`config.mk`:
```
export PLATFORM = sky130hd
export DESIGN_NAME = thrtrig_matcher
export DESIGN_NICKNAME = d
export VERILOG_FILES = /design/src/rtl/thrtrig_pkg.sv /design/src/rtl/thrtrig_rst_sync.sv /design/src/rtl/thrtrig_timebase.sv /design/src/rtl/thrtrig_lane.sv /design/src/rtl/thrtrig_matcher.sv
export SDC_FILE = /design/constraint.sdc
export NUM_CORES = 1
export LEC_CHECK = 0
export ABC_AREA = 1
export BUFFER_PORTS_ARGS = -buffer_cell sky130_fd_sc_hd__buf_2
export CAP_MARGIN = 40
export CELL_PAD_IN_SITES_DETAIL_PLACEMENT = 2
export CELL_PAD_IN_SITES_GLOBAL_PLACEMENT = 2
export CORE_UTILIZATION = 42
export CTS_CLUSTER_DIAMETER = 80
export DETAILED_ROUTE_END_ITERATION = 10
export PLACE_DENSITY_LB_ADDON = 0.1
export SETUP_SLACK_MARGIN = 0.05
export SYNTH_ARGS = -nofsm -noshare
export SYNTH_HDL_FRONTEND = slang
export SYNTH_SLANG_ARGS = --single-unit
```
`constraint.sdc`:
```
create_clock -name clk -period 42.5 [get_ports clk]
set_clock_uncertainty 0.1 [all_clocks]
set_input_delay 4.25 -clock clk [delete_from_list [all_inputs] [get_ports clk]]
set_output_delay 4.25 -clock clk [all_outputs]
set_load 0.005 [all_outputs]
```
`src/rtl/thrtrig_pkg.sv`:
```
package thrtrig_pkg;
  localparam int unsigned TT_ENTRIES = 16;
  localparam int unsigned TT_VAL_W   = 32;
endpackage

```
`src/rtl/thrtrig_rst_sync.sv`:
```
module thrtrig_rst_sync (
  input  logic clk,
  input  logic rst_n_in,
  output logic rst_n_out
);
  logic [1:0] sync_q;

  always_ff @(posedge clk or negedge rst_n_in) begin
    if (!rst_n_in) sync_q <= 2'b00;
    else           sync_q <= {sync_q[0], 1'b1};
  end

  assign rst_n_out = sync_q[1];
endmodule

```
`src/rtl/thrtrig_timebase.sv`:
```
module thrtrig_timebase #(
  parameter int unsigned VAL_W = 32
) (
  input  logic             clk,
  input  logic             rst_n,
  input  logic             restart,
  output logic [VAL_W-1:0] count
);
  logic [VAL_W-1:0] count_q, count_d;

  always_comb begin
    if (restart) count_d = '0;
    else         count_d = count_q + 1'b1;
  end

  always_ff @(posedge clk or negedge rst_n) begin
    if (!rst_n) count_q <= '0;
    else        count_q <= count_d;
  end

  assign count = count_q;

  AST_TIMER_CLEAR: assert property (@(posedge clk) disable iff (!rst_n)
    restart |=> count_q == '0);
  AST_TIMER_STEP: assert property (@(posedge clk) disable iff (!rst_n)
    !restart |=> count_q == $past(count_q) + 1'b1);
endmodule

```
`src/rtl/thrtrig_lane.sv`:
```
module thrtrig_lane #(
  parameter int unsigned VAL_W = 32,
  parameter int unsigned IDX_W = 4,
  parameter int unsigned LANE  = 0
) (
  input  logic             clk,
  input  logic             rst_n,
  input  logic             wr_en,
  input  logic [IDX_W-1:0] wr_idx,
  input  logic [VAL_W-1:0] wr_data,
  input  logic             enable,
  input  logic             restart,
  input  logic [VAL_W-1:0] qty,
  output logic             hit
);
  logic [VAL_W-1:0] thr_q;
  logic             spent_q, spent_d;
  logic             wr_sel;

  assign wr_sel = wr_en && (wr_idx == IDX_W'(LANE));
  assign hit    = enable && !spent_q && !restart && (qty >= thr_q);

  always_comb begin
    spent_d = spent_q;
    if (restart)  spent_d = 1'b0;
    else if (hit) spent_d = 1'b1;
  end

  always_ff @(posedge clk or negedge rst_n) begin
    if (!rst_n)      thr_q <= '1;
    else if (wr_sel) thr_q <= wr_data;
  end

  always_ff @(posedge clk or negedge rst_n) begin
    if (!rst_n) spent_q <= 1'b0;
    else        spent_q <= spent_d;
  end

  AST_WRITE_LOADS: assert property (@(posedge clk) disable iff (!rst_n)
    wr_sel |=> thr_q == $past(wr_data));
  AST_SPENT_STICKY: assert property (@(posedge clk) disable iff (!rst_n)
    (spent_q && !restart) |=> spent_q);
  AST_RESTART_REARMS: assert property (@(posedge clk) disable iff (!rst_n)
    restart |=> !spent_q);
  AST_MASKED_STAYS_ARMED: assert property (@(posedge clk) disable iff (!rst_n)
    (!enable && !spent_q) |=> !spent_q);
endmodule

```
`src/rtl/thrtrig_matcher.sv`:
```
module thrtrig_matcher #(
  parameter int unsigned N_ENTRIES = thrtrig_pkg::TT_ENTRIES,
  parameter int unsigned VAL_W     = thrtrig_pkg::TT_VAL_W,
  localparam int unsigned IDX_W    = $clog2(N_ENTRIES)
) (
  input  logic                 clk,
  input  logic                 rst_n,
  input  logic                 wr_en,
  input  logic [IDX_W-1:0]     wr_idx,
  input  logic [VAL_W-1:0]     wr_data,
  input  logic [N_ENTRIES-1:0] en_mask,
  input  logic                 src_sel,
  input  logic [VAL_W-1:0]     ext_val,
  input  logic                 phase_start,
  output logic                 trig_out
);
  logic                 rst_int_n;
  logic [VAL_W-1:0]     timer_val;
  logic [VAL_W-1:0]     qty;
  logic [N_ENTRIES-1:0] lane_hit;
  logic                 trig_q, trig_d;

  thrtrig_rst_sync u_rst_sync (
    .clk       (clk),
    .rst_n_in  (rst_n),
    .rst_n_out (rst_int_n)
  );

  thrtrig_timebase #(.VAL_W(VAL_W)) u_timebase (
    .clk     (clk),
    .rst_n   (rst_int_n),
    .restart (phase_start),
    .count   (timer_val)
  );

  assign qty = src_sel ? timer_val : ext_val;

  for (genvar n = 0; n < N_ENTRIES; n++) begin : g_lane
    thrtrig_lane #(.VAL_W(VAL_W), .IDX_W(IDX_W), .LANE(n)) u_lane (
      .clk     (clk),
      .rst_n   (rst_int_n),
      .wr_en   (wr_en),
      .wr_idx  (wr_idx),
      .wr_data (wr_data),
      .enable  (en_mask[n]),
      .restart (phase_start),
      .qty     (qty),
      .hit     (lane_hit[n])
    );
  end

  assign trig_d = |lane_hit;

  always_ff @(posedge clk or negedge rst_int_n) begin
    if (!rst_int_n) trig_q <= 1'b0;
    else            trig_q <= trig_d;
  end

  assign trig_out = trig_q;

  AST_NO_TRIG_AFTER_RESTART: assert property (@(posedge clk) disable iff (!rst_int_n)
    phase_start |=> !trig_out);
  AST_MASKED_NO_FIRE: assert property (@(posedge clk) disable iff (!rst_int_n)
    (en_mask == '0) |=> !trig_out);
endmodule

```
Yosys cells after proc, flatten, opt, wreduce, memory -nomap -nowiden --
Cells that the tools add are included.
Word-level totals: register bits 563, bits of input ports 89, output and inout bits 1, word-level logic and storage cells 200
Cells by class: add/subtract/negate cells 1, magnitude comparators 16, eq/ne operators 15, multiplexer cells 34, reductions and logical operators 99
Operators with widths (number):
- >= comparator 32 bit | 16
- logical AND 1 bit | 64
- two-way mux 32 bit | 2
- adder 32 x 1 -> 32 bit (second input constant) | 1
- equality test 4 bit (second input constant) | 8
- two-way mux 1 bit | 32
- nonzero test 2 bit | 16
- zero test 1 bit | 17
- equality test 4 x 3 -> 1 bit (second input constant) | 4
- OR reduction 16 bit | 1
- equality test 4 x 2 -> 1 bit (second input constant) | 2
- equality test 4 x 1 -> 1 bit (second input constant) | 1
- zero test 4 bit | 1

Longest topological paths before layout --
depth after elaboration 6, depth in mapped cells 21, depth with buffers taken out 19

Modules after synthesis --
A second synthesis with hierarchy kept.
Unflattened totals: cells, all modules 4396, area, all modules 38498.2 um2
Modules (own cells, without submodules):
- thrtrig_lane at g_lane[10].u_lane ... | instances 4, cells each 251, area each 2245.9 um2, seq. area each 865.8 um2
- thrtrig_lane at g_lane[11].u_lane ... | instances 2, cells each 252, area each 2337.2 um2, seq. area each 865.8 um2
- thrtrig_lane at g_lane[1].u_lane ... | instances 2, cells each 252, area each 2331.0 um2, seq. area each 865.8 um2
- thrtrig_lane at g_lane[12].u_lane ... | instances 2, cells each 251, area each 2327.2 um2, seq. area each 865.8 um2
- thrtrig_lane at g_lane[4].u_lane ... | instances 2, cells each 251, area each 2237.1 um2, seq. area each 865.8 um2
- thrtrig_lane at g_lane[13].u_lane ... | instances 2, cells each 251, area each 2083.2 um2, seq. area each 865.8 um2
- thrtrig_lane at g_lane[0].u_lane | instances 1, cells each 251, area each 2230.9 um2, seq. area each 865.8 um2
- thrtrig_lane at g_lane[15].u_lane | instances 1, cells each 252, area each 2087.0 um2, seq. area each 865.8 um2
- thrtrig_timebase | instances 1, cells each 253, area each 1816.7 um2, seq. area each 800.8 um2
- thrtrig_matcher | instances 1, cells each 119, area each 694.4 um2, seq. area each 25.0 um2
- thrtrig_rst_sync | instances 1, cells each 3, area each 53.8 um2, seq. area each 50.0 um2

Worst setup path after synthesis --
Ideal clock, no wire load.
kind input to register, start input src_sel, end register trig_q, in the netlist trig_out, setup time 119 ps, data arrival time 6773 ps, required time 42281 ps, setup slack 35508 ps, cell stages on the path 18, path buffers 3, cell sequence clkbuf_1 > buf_1 > clkbuf_1 > a21oi_1 > ha_1 > a21o_1 > nor2_1 > nand2_1 > nor2_1 > nand2_1 > nand2_1 > nand2_1 > nand2_1 > nand2_1 > inv_1 > nand2_1 > nor2_1 > nand2_1
Between the ends: longest elaborated chain between the ends 4, elaborated cells on any way between the ends 34, classes of those cells order compare: 16; mux: 1; reduce/logical: 17
Ends and longest elaborated chain:
- start: declaration | RTL line thrtrig_matcher.sv:12 | input logic src_sel,
- two-way mux 32 bit * | RTL line thrtrig_matcher.sv:36 | assign qty = src_sel ? timer_val : ext_val;
- >= comparator 32 bit | RTL line thrtrig_lane.sv:21 | assign hit = enable && !spent_q && !restart && (qty >= thr_q);
- logical AND 1 bit | RTL line thrtrig_lane.sv:21
- OR reduction 16 bit * | RTL line thrtrig_matcher.sv:52 | assign trig_d = |lane_hit;
- net trig_d | RTL line thrtrig_matcher.sv:21 | logic trig_q, trig_d;
- end signal: assignment | RTL line thrtrig_matcher.sv:56 | else trig_q <= trig_d;
- end: declaration | RTL line thrtrig_matcher.sv:21
Mark *: on every way through the listed nets, which the timed path passes. The rest lies on a longest branch. A chain may end at the register's enable or synchronous reset.

Worst setup path in the final report --
Same ends and word-level chain as after synthesis.

==> impl_metrics.tcl <==
set metrics [dict create \
    die_y_um 291 \
    relSlewSlack_pct 40.0 \
    syn_inst 4381 \
    cellLeakagePower_nw 19.6 \
    cts.sinks 563 \
    numCtsBuffers 71 \
    cp.arrival_ns 7.69 \
    ys_seq_elements 563 \
    clock_path_buffers 3 \
    r2r-start "u_rst_sync.sync_q[1]$_DFF_PN0_" \
    post-cts-setup-buffers 0 \
    final_antenna_net_count 0 \
    synth_edf_count 0 \
    overflow 0 \
    p_switching_w 0.000662 \
    grt_setup_unrepaired "no" \
    hp-start "u_rst_sync.sync_q[0]$_DFF_PN0_" \
    grtUsageTotal_pct 32.1 \
    clk_transition_reported_paths_ns 0.06 \
    required_ns 42.91 \
    antenna_found_initial 1 \
    status "complete, no violations" \
    fp-row-count 105 \
    comb_power_share_pct 27.2 \
    clockRootBuffer "clkbuf_16" \
    portBuffers 89 \
    fin_total_pwr_w 0.00196 \
    final_util_pct 48.2 \
    vdd_ir_drop_max_uv 31.3 \
    yosysWarnings 0 \
    synth-main-ff-cell "dfstp_2" \
    swShare_pct 33.8 \
    dp.cells 5458 \
    r2r_cells 4 \
    end_kind "flop" \
    min_to "u_rst_sync.sync_q[1]$_DFF_PN0_" \
    ctsHoldBuffers 0 \
    core_area_um2 82500 \
    vias 30700 \
    max-cap-violations 0 \
    syn_area_um2 35200 \
    layout-drive-gt1-share_pct 18.5 \
    max_freq_mhz 137 \
    tns_ns 0 \
    fin_crit_sh_pct 17.1 \
    place_congestion 0.816 \
    hp-class "reg2reg" \
    die_area_um2 84900 \
    syn_area_per_cell_um2 8.03 \
    cts_tree "done" \
    synth_cell_types 39 \
    synth_nets 4983 \
    clk_latency_ns 0.62 \
    vias_per_cell 5.49 \
    cp-start-kind "input port" \
    hold_viol 0 \
    async_flop_share_pct 100 \
    cts_resized 0 \
    pwr-share-clk_pct 33.2 \
    start_util_pct 42.6 \
    path_class "in2reg" \
    totalWireLength_um 134000 \
    p_int_w 0.00130 \
    worstMarginPinSlew_ns 0.900 \
    first_pass_iters 5 \
    final_nets 5064 \
    p_per_area_nw_per_um2 49.3 \
    detail_route.drc_violations 0 \
    finalSetupViolCount 0 \
    wl_per_cell_um 24.1 \
    hpwl_um 91200 \
    grt_pass1_wl_um 208000 \
    holdPathStages 0 \
    r2r_end "g_lane[1].u_lane.thr_q[19]$_DFFE_PN1P_" \
    layout.cells.non_filler 5587 \
    slew_violations 0 \
    cts_max_level 3 \
    r2r_setup_slack_ns 39.28 \
    grt_max_degree 135 \
    die_x_um 291 \
    ys_seq_area_share_pct 41.9 \
    area_delta_synth_final_pct 13.0 \
    min_period_ns 7.28 \
    p_seq_share_pct 39.6 \
    worstPathMaxFanout 50 \
    drt_iter0_markers 1317 \
    ios 90 \
    grt_pass1_vias 34900 \
]
-- synth_stat cells, types with 3 or more instances --
cell / count / area share [%]
nand2_1: 1209 / 13
inv_1: 716 / 7.6
o21ai_0: 558 / 7.9
ha_1: 513 / 18
dfstp_2: 512 / 38
nor2_1: 261 / 2.8
a21oi_1: 238 / 3.4
clkbuf_1: 136 / 1.5
dfrtp_1: 51 / 3.6
o21a_1: 31 / 0.66
nand4_1: 28 / 0.50
nor3_1: 22 / 0.31
a21o_1: 20 / 0.43
nor3b_1: 15 / 0.32
nand3_1: 14 / 0.20
mux2_2: 13 / 0.42
nor4_1: 8 / 0.14
o21bai_1: 4 / 0.085
buf_2: 3 / 0.043
nand2_2: 3 / 0.053
xnor2_1: 3 / 0.075
xor2_1: 3 / 0.075
-- layout by cell type, fill, tap and decap left out, types with 50 or more instances in the layout --
cell	count
dfrtp_1	50
dfstp_2	512
ha_1	513
nor2_1	261
o21ai_0	558
nand2_1	1197
a21oi_1	220
inv_1	716
buf_2	89
clkbuf_16	75
-- routing by layer --
layer / GRT usage (%) / up-vias / wire, um
met2: 58.2 / 470 / 68300
met1: 39.9 / 15900 / 58500
met4: 10.5 / 0 / 4170
met5: 0 / - / 0
met3: 2.83 / 222 / 3530
li1: - / 14100 / -
-- critical path: stages --
cell	delay, ns
buf_2	0.08
buf_4	0.62
nor2_1	0.23
a21oi_2	0.18
buf_4	0.36
ha_1	0.32
a21oi_1	0.31
nor2_1	0.07
nor2_1	0.15
nand2_1	0.10
nor2_1	0.13
nand2_1	0.11
nand2_1	0.11
nand2_1	0.07
nand2_1	0.11
nand2_1	0.07
inv_1	0.07
nand2_1	0.08
nor2_1	0.13
nand2_1	0.07
-- sequential cells by signal, indices dropped and copies added (netlist names) --
register and cells:
trig_out 1, g_lane.u_lane.spent_q 16, u_timebase.count 32, u_rst_sync.sync_q 2
g_lane.u_lane.thr_q 512
-- cell families after synthesis --
logic type	count (synthesis)	synth area share, %
AND/OR/NAND/NOR	1568	17.5
buffers and inverters	859	9.19
AO/OA/AOI/OAI	857	12.6
flip-flops	563	41.9
adder cells (fa/ha/maj)	513	18.2
multiplexers	14	0.445
XOR/XNOR	6	0.149
other	1	0.0107
-- worst max-delay path by stage --
| stage | startpoint | to | slack (ns) | cells past startpoint |
|---|---|---|---|---|
| 6_report | src_sel | trig_out$_DFF_PN0_ | 35.22 | 20 |
| 5_1_grt | src_sel | trig_out$_DFF_PN0_ | 35.02 | 20 |
| 4_1_cts | src_sel | trig_out$_DFF_PN0_ | 35.29 | 20 |
| 3_5_place_dp | src_sel | trig_out$_DFF_PN0_ | 34.72 | 20 |
| 3_3_place_gp | src_sel | trig_out$_DFF_PN0_ | 34.62 | 21 |
| 2_1_floorplan | u_rst_sync.sync_q[1]$_DFF_PN0_ | g_lane[0].u_lane.spent_q$_DFFE_PN0P_ | 26.44 | 0 |
-- power groups by stage --
stage / Clock, W / Combinational, W / Sequential [W]
after floorplan: 0 / 0.000337 / 0.000764
after global placement: 0 / 0.000468 / 0.000770
after detailed placement: 0 / 0.000513 / 0.000778
after CTS: 0.000662 / 0.000538 / 0.000775
after global routing: 0.000677 / 0.000607 / 0.000787
final: 0.000651 / 0.000533 / 0.000775
-- area by class of cell --
cell class	count	area, um^2
Inverter	717	2690
Fill cell	9258	42700
Sequential cell	563	14700
Multi-Input combinational cell	2959	17400
Antenna cell	1	2.50
Clock buffer	106	2170
Timing Repair Buffer	150	1160
Clock inverter	21	292
Tap cell	1070	1340
-- per-stage QoR --
step	cell area [um^2]	setup WS (ns)	hold WS [ns]
after floorplan	35200	26.44	0.231
after global placement	36900	34.62	0.241
after detailed placement	37300	34.72	0.236
after CTS	39700	35.29	0.261
after global routing	39800	35.02	0.263
final	39800	35.22	0.257
Note: power is estimated with default switching activity, not from simulation.
